### config.mk
export PLATFORM = sky130hd
export DESIGN_NAME = spi_cont_loader
export DESIGN_NICKNAME = d
export VERILOG_FILES = /design/src/rtl/spi_cont_loader_pkg.sv /design/src/rtl/scl_sck_toggler.sv /design/src/rtl/scl_sample_pipe.sv /design/src/rtl/scl_byte_packer.sv /design/src/rtl/spi_cont_loader.sv
export SDC_FILE = /design/constraint.sdc
export NUM_CORES = 1
export LEC_CHECK = 0
export BUFFER_PORTS_ARGS = -buffer_cell sky130_fd_sc_hd__clkbuf_2
export CORE_ASPECT_RATIO = 0.9
export CORE_MARGIN = 10
export CORE_UTILIZATION = 40
export DETAILED_ROUTE_END_ITERATION = 12
export PLACE_DENSITY = 0.7
export RECOVER_POWER = 25
export SYNTH_ARGS = -nofsm -noshare
export SYNTH_HDL_FRONTEND = slang
export SYNTH_HIERARCHICAL = 1
export SYNTH_SLANG_ARGS = --single-unit
### constraint.sdc
create_clock -name clk -period 3.8 [get_ports clk]
set_input_delay 1.14 -clock clk [delete_from_list [all_inputs] [get_ports clk]]
set_output_delay 1.14 -clock clk [all_outputs]
set_load 0.01 [all_outputs]
### src/rtl/spi_cont_loader_pkg.sv
package spi_cont_loader_pkg;

    // sixteen clock transitions per byte: two per bit, eight bits
    localparam int TOG_PER_BYTE_LOG2 = 4;
    localparam int BYTE_BITS         = 8;

    typedef enum logic [1:0] {
        ST_IDLE,
        ST_LOAD,
        ST_STREAM,
        ST_FINISH
    } ld_state_t;

    // one delayed sample of the data line
    typedef struct packed {
        logic valid;
        logic value;
    } bit_sample_t;

endpackage

### src/rtl/scl_sck_toggler.sv
module scl_sck_toggler #(
    parameter int TOG_W = 17
) (
    input  logic             clk,
    input  logic             rst,
    input  logic             load,
    input  logic [TOG_W-1:0] load_val,
    output logic             sck,
    output logic             idle
);

    logic [TOG_W-1:0] left;

    always_ff @(posedge clk) begin
        if (rst) begin
            left <= '0;
            sck  <= 1'b0;
        end else if (load) begin
            left <= load_val;
        end else if (left != '0) begin
            left <= left - 1'b1;
            sck  <= ~sck;
        end
    end

    assign idle = (left == '0);


    sck_rests_low_chk: assert property (@(posedge clk) disable iff (rst)
        idle |-> !sck);

endmodule

### src/rtl/scl_sample_pipe.sv
module scl_sample_pipe
    import spi_cont_loader_pkg::*;
#(
    parameter int LAT = 2
) (
    input  logic        clk,
    input  logic        rst,
    input  logic        sck,
    input  logic        miso,
    output bit_sample_t smp
);

    logic [LAT-1:0] hi_q;
    logic [LAT-1:0] dat_q;

    generate
        if (LAT == 1) begin : g_single
            always_ff @(posedge clk) begin
                if (rst) begin
                    hi_q  <= '0;
                    dat_q <= '0;
                end else begin
                    hi_q[0]  <= sck;
                    dat_q[0] <= miso;
                end
            end
        end else begin : g_chain
            always_ff @(posedge clk) begin
                if (rst) begin
                    hi_q  <= '0;
                    dat_q <= '0;
                end else begin
                    hi_q  <= {hi_q[LAT-2:0], sck};
                    dat_q <= {dat_q[LAT-2:0], miso};
                end
            end
        end
    endgenerate

    assign smp.valid = hi_q[LAT-1];
    assign smp.value = dat_q[LAT-1];

    // the clock is never high twice in a row, so neither are samples
    sample_spacing_chk: assert property (@(posedge clk) disable iff (rst)
        smp.valid |=> !smp.valid);

endmodule

### src/rtl/scl_byte_packer.sv
module scl_byte_packer
    import spi_cont_loader_pkg::*;
#(
    parameter int ADDR_W = 20
) (
    input  logic              clk,
    input  logic              rst,
    input  logic              init,
    input  logic [ADDR_W-1:0] base,
    input  bit_sample_t       smp,
    output logic              mem_we,
    output logic [ADDR_W-1:0] mem_addr,
    output logic [7:0]        mem_wdata
);

    logic [BYTE_BITS-2:0] shreg;
    logic [2:0]           bitcnt;
    logic [ADDR_W-1:0]    next_addr;

    always_ff @(posedge clk) begin
        if (rst) begin
            shreg     <= '0;
            bitcnt    <= '0;
            next_addr <= '0;
            mem_we    <= 1'b0;
            mem_addr  <= '0;
            mem_wdata <= '0;
        end else begin
            mem_we <= 1'b0;
            if (init) begin
                next_addr <= base;
                bitcnt    <= '0;
            end else if (smp.valid) begin
                shreg  <= {shreg[BYTE_BITS-3:0], smp.value};
                bitcnt <= bitcnt + 1'b1;
                if (bitcnt == 3'd7) begin
                    mem_we    <= 1'b1;
                    mem_wdata <= {shreg, smp.value};
                    mem_addr  <= next_addr;
                    next_addr <= next_addr + 1'b1;
                end
            end
        end
    end

    // a byte needs sixteen cycles, so strobes never touch
    we_spacing_chk: assert property (@(posedge clk) disable iff (rst)
        mem_we |=> !mem_we);

endmodule

### src/rtl/spi_cont_loader.sv
module spi_cont_loader
    import spi_cont_loader_pkg::*;
#(
    parameter int CNT_W      = 20,
    parameter int ADDR_W     = 20,
    parameter int CHUNK_MAX  = 8191,
    parameter int SAMPLE_LAT = 2
) (
    input  logic              clk,
    input  logic              rst,
    input  logic              start,
    input  logic [CNT_W-1:0]  byte_count,
    input  logic [ADDR_W-1:0] base_addr,
    output logic              spi_sck,
    output logic              spi_cs_n,
    input  logic              spi_miso,
    output logic              mem_we,
    output logic [ADDR_W-1:0] mem_addr,
    output logic [7:0]        mem_wdata,
    output logic              busy,
    output logic              done,
    output logic              launch
);

    localparam int CHUNK_W = $clog2(CHUNK_MAX + 1);
    localparam int TOG_W   = CHUNK_W + TOG_PER_BYTE_LOG2;

    ld_state_t          state;
    logic [CNT_W-1:0]   rem;
    logic [CHUNK_W-1:0] chunk_left;
    logic [CHUNK_W-1:0] chunk_sel;
    logic [31:0]        rem_ext;
    logic [TOG_W-1:0]   tog_load;
    logic               tog_idle;
    logic               accept;
    bit_sample_t        smp;

    assign accept   = (state == ST_IDLE) && start;
    assign rem_ext  = 32'(rem);
    assign chunk_sel = (rem_ext > 32'(CHUNK_MAX)) ? CHUNK_W'(CHUNK_MAX)
                                                  : CHUNK_W'(rem_ext);
    assign tog_load = {chunk_sel, {TOG_PER_BYTE_LOG2{1'b0}}};

    // chip select stays asserted so the flash read address never restarts
    assign spi_cs_n = 1'b0;
    assign busy     = (state != ST_IDLE);
    assign launch   = (state == ST_FINISH);

    always_ff @(posedge clk) begin
        if (rst) begin
            state <= ST_IDLE;
            rem   <= '0;
            done  <= 1'b0;
        end else begin
            case (state)
                ST_IDLE: begin
                    if (start) begin
                        rem   <= byte_count;
                        done  <= 1'b0;
                        state <= (byte_count == '0) ? ST_FINISH : ST_LOAD;
                    end
                end
                ST_LOAD: begin
                    rem   <= rem - CNT_W'(chunk_sel);
                    state <= ST_STREAM;
                end
                ST_STREAM: begin
                    if (tog_idle && chunk_left == '0)
                        state <= (rem == '0) ? ST_FINISH : ST_LOAD;
                end
                ST_FINISH: begin
                    done  <= 1'b1;
                    state <= ST_IDLE;
                end
                default: state <= ST_IDLE;
            endcase
        end
    end

    always_ff @(posedge clk) begin
        if (rst)
            chunk_left <= '0;
        else if (state == ST_LOAD)
            chunk_left <= chunk_sel;
        else if (mem_we && chunk_left != '0)
            chunk_left <= chunk_left - 1'b1;
    end

    scl_sck_toggler #(.TOG_W(TOG_W)) u_tog (
        .clk      (clk),
        .rst      (rst),
        .load     (state == ST_LOAD),
        .load_val (tog_load),
        .sck      (spi_sck),
        .idle     (tog_idle)
    );

    scl_sample_pipe #(.LAT(SAMPLE_LAT)) u_pipe (
        .clk  (clk),
        .rst  (rst),
        .sck  (spi_sck),
        .miso (spi_miso),
        .smp  (smp)
    );

    scl_byte_packer #(.ADDR_W(ADDR_W)) u_pack (
        .clk       (clk),
        .rst       (rst),
        .init      (accept),
        .base      (base_addr),
        .smp       (smp),
        .mem_we    (mem_we),
        .mem_addr  (mem_addr),
        .mem_wdata (mem_wdata)
    );


    idle_sck_low_chk: assert property (@(posedge clk) disable iff (rst)
        (state == ST_IDLE) |-> !spi_sck);


    launch_single_chk: assert property (@(posedge clk) disable iff (rst)
        launch |=> !launch);


    launch_then_done_chk: assert property (@(posedge clk) disable iff (rst)
        launch |=> done);


    write_while_busy_chk: assert property (@(posedge clk) disable iff (rst)
        mem_we |-> busy);


    chunk_bound_chk: assert property (@(posedge clk) disable iff (rst)
        32'(chunk_left) <= 32'(CHUNK_MAX));


    no_write_at_launch_chk: assert property (@(posedge clk) disable iff (rst)
        !(launch && mem_we));

endmodule

==> flow_summary.json <==
{
  "drv_slew": 0,
  "multiInputGateArea_um2": 3400,
  "fin_ws_ns": 1.02,
  "antenna_left": 0,
  "antenna_cells": 0,
  "post-place-ws_ns": 0.876,
  "boundaryPins": 78,
  "path_class": "reg2reg",
  "dieWidth_um": 149,
  "timing.hold.ws_ns": 0.435,
  "synth_area_um2": 6020,
  "grt_max_degree": 46,
  "holdPathStages": 1,
  "cts.sinks": 117,
  "seqCellArea_um2": 2340,
  "route.detailed.drc": 0,
  "drt-total-wl_um": 16500,
  "endpoint_kind": "flip-flop",
  "drt_iter0_markers": 565,
  "synth_edf_count": 0,
  "final_common_cell": "dfxtp_1",
  "cap_violations": 0,
  "vdd.ir_drop.worst_mv": 0.387,
  "overflow": 0,
  "ys_ff_latch": 117,
  "avgRoutedWirePerCell_um": 16.3,
  "fmax_ghz": 0.360,
  "grt_pass1_wl_um": 27300,
  "final_cell_mix": "dfxtp_1 (117), nand2_1 (114), nor2_1 (68), a21oi_1 (55), clkbuf_2 (49)",
  "period_share_pct": 73.2,
  "grt_pass1_vias": 5388,
  "holdPathEnd": "u_pipe/dat_q[1]$_SDFF_PP0_",
  "hold_viol": 0,
  "vias_per_cell": 5.61,
  "globalplace.congestion": 0.884,
  "min-delay-start": "u_pipe/dat_q[0]$_SDFF_PP0_",
  "fill_cells": 1477,
  "fin_tns_setup_ns": 0,
  "grtUsageTotal_pct": 16.1,
  "fp-row-count": 42,
  "first_pass_iters": 6,
  "max_stage_delay_ns": 0.52,
  "synth-seq-area-share_pct": 38.9,
  "crit_slowest_cell": "nor3_1",
  "holdBufCountCts": 0,
  "io_buffers": 76,
  "powerDensity_nw_per_um2": 599,
  "startpoint_type": "flip-flop",
  "antenna_found_initial": 0,
  "post-route-util_pct": 48.1,
  "avgSynthCellArea_um2": 8.16,
  "clk_pin_slew_worst_paths_ns": 0.05,
  "cts_resized": 0,
  "crit_fanout": 9,
  "clk_path_buf_depth": 2,
  "cp.required_ns": 4.09,
  "leakagePower_uw": 0.00264,
  "die_area_um2": 20400,
  "start_util_pct": 40.9,
  "path_cells": "nor3_1 -> nand2_1 -> nand2b_1 -> ha_1 -> and3_1 -> nand2_1 -> mux2i_1 -> a2111oi_0",
  "postCtsSetupRepairBufs": 0,
  "layout.nets": 851,
  "syn_to_final_growth_pct": 17.5,
  "syn_inst": 738,
  "synth_flop_cell": "dfxtp_1",
  "insertion_delay_ns": 0.41,
  "cp.arrival_ns": 3.07,
  "regToRegStartpoint": "rem[13]$_SDFFE_PP0P_",
  "core_um2": 14700,
  "layout-drive-gt1-share_pct": 13.5,
  "setup_viol_count_final": 0,
  "yosys.area.top_type": "dfxtp_1",
  "status": "completed",
  "cts_root_buf": "clkbuf_16",
  "ff2ff_path_depth": 8,
  "cts_tree": "yes",
  "min_period_ns": 2.78,
  "clock-skew-final_ns": 0.00749,
  "worstHoldPathType": "reg2reg",
  "rsz0062_at_grt": "no",
  "synthTopCellsByArea": "dfxtp_1 (39%), nand2_1 (7.1%), a21oi_1 (4.6%)",
  "async_flop_share_pct": 0,
  "relSlewSlack_pct": 31.7,
  "cts_made_buffers": 17,
  "cts.htree.levels": 4,
  "die_h_um": 136,
  "dp_hpwl_um": 11400,
  "r2r_slack_ns": 1.02,
  "reg2reg_to": "rem[16]$_SDFFE_PP0P_",
  "crit_top_cell": "nand2_1",
  "synth_top_area_share_pct": 38.9,
  "synth.distinct_cells": 83,
  "tightest_slew_ns": 1.01,
  "vias": 5663,
  "yosys_warnings": 6
}
==> per-stage QoR <==
step,instances,total power [uW],area [um2]
floorplan,742,2410,6040
CTS,1010,4250,7130
detailed placement,980,2670,6540
global placement,980,2660,6540
finish,1010,4240,7070
global route,1010,4470,7070
==> sequential cells by signal, indices dropped and copies added (netlist names), 3 cells and up <==
| name | cells |
|---|---|
| u_pack/mem_addr | 20 |
| u_pack/bitcnt | 3 |
| chunk_left | 13 |
| u_tog/left | 17 |
| u_pack/shreg | 7 |
| u_pack/next_addr | 20 |
| u_pack/mem_wdata | 8 |
| rem | 20 |
==> where the power goes <==
group          total [uW]  leakage (uW)  switching, uW  internal [uW]
sequential           1620      0.000959            229           1390
combinational        1040       0.00140            606            438
clock                1570      0.000283            553           1020
total                4240       0.00264           1390           2850
==> cell usage after synthesis, drive strengths merged (6+ instances only) <==
| cell type | count |
|---|---|
| o21ai | 25 |
| a211oi | 22 |
| nor3 | 22 |
| nor2 | 69 |
| nand2 | 114 |
| inv | 16 |
| mux2i | 15 |
| xnor2 | 19 |
| o31ai | 6 |
| nand3 | 18 |
| nand4 | 15 |
| clkbuf | 32 |
| and4 | 8 |
| nor2b | 9 |
| xor2 | 18 |
| a21oi | 55 |
| dfxtp | 117 |
| nor4 | 29 |
| or3 | 18 |
| ha | 6 |
| a31oi | 6 |
| buf | 15 |
==> cell type report <==
| class | instances | area share (%) |
|---|---|---|
| Clock buffer | 21 | 6.79 |
| Clock inverter | 9 | 1.45 |
| Inverter | 18 | 0.955 |
| Multi-Input combinational cell | 560 | 48.1 |
| Sequential cell | 117 | 33.1 |
| Tap cell | 198 | 3.50 |
| Timing Repair Buffer | 87 | 6.07 |
==> per-layer routing <==
metal | vias up | wire, um | track usage [%]
met2 | 217 | 7160 | 24.0
met3 | 19 | 1220 | 4.72
met1 | 2625 | 7920 | 22.0
li1 | 2802 | - | -
met4 | 0 | 185 | 4.85
met5 | - | 0 | 0
==> kinds of logic after synthesis <==
group,count (synthesis),synth area share [%]
xor gates and xnor gates,37,5.38
AOI/OAI and AO/OA,161,18.4
buffers and inverters,65,4.53
muxes,16,2.68
and+or+nand+nor,335,28.8
other,1,0.0623
adders and majority gates,6,1.25
DFF,117,38.9
==> how the worst max path moves through the flow <==
stage / start / depth (start not counted) / to
after floorplan: start / 8 / u_pack/mem_addr[10]$_SDFFE_PP0P_
after detailed placement: start / 8 / u_pack/shreg[1]$_SDFFE_PP0P_
final: rem[13]$_SDFFE_PP0P_ / 8 / rem[16]$_SDFFE_PP0P_
after CTS: rem[13]$_SDFFE_PP0P_ / 8 / rem[16]$_SDFFE_PP0P_
after global routing: rem[13]$_SDFFE_PP0P_ / 8 / rem[16]$_SDFFE_PP0P_
after global placement: start / 8 / u_pack/shreg[2]$_SDFFE_PP0P_
==> critical path: cells and delay by family (launching register included) <==
kind / cells / cell delay [ns]
adder cells (fa/ha/maj): 1 / 0.31
AO/OA/AOI/OAI: 1 / 0.39
AND/OR/NAND/NOR: 5 / 1.47
multiplexers: 1 / 0.13
flip-flops: 1 / 0.35
Note: power is estimated with default switching activity, not from simulation.
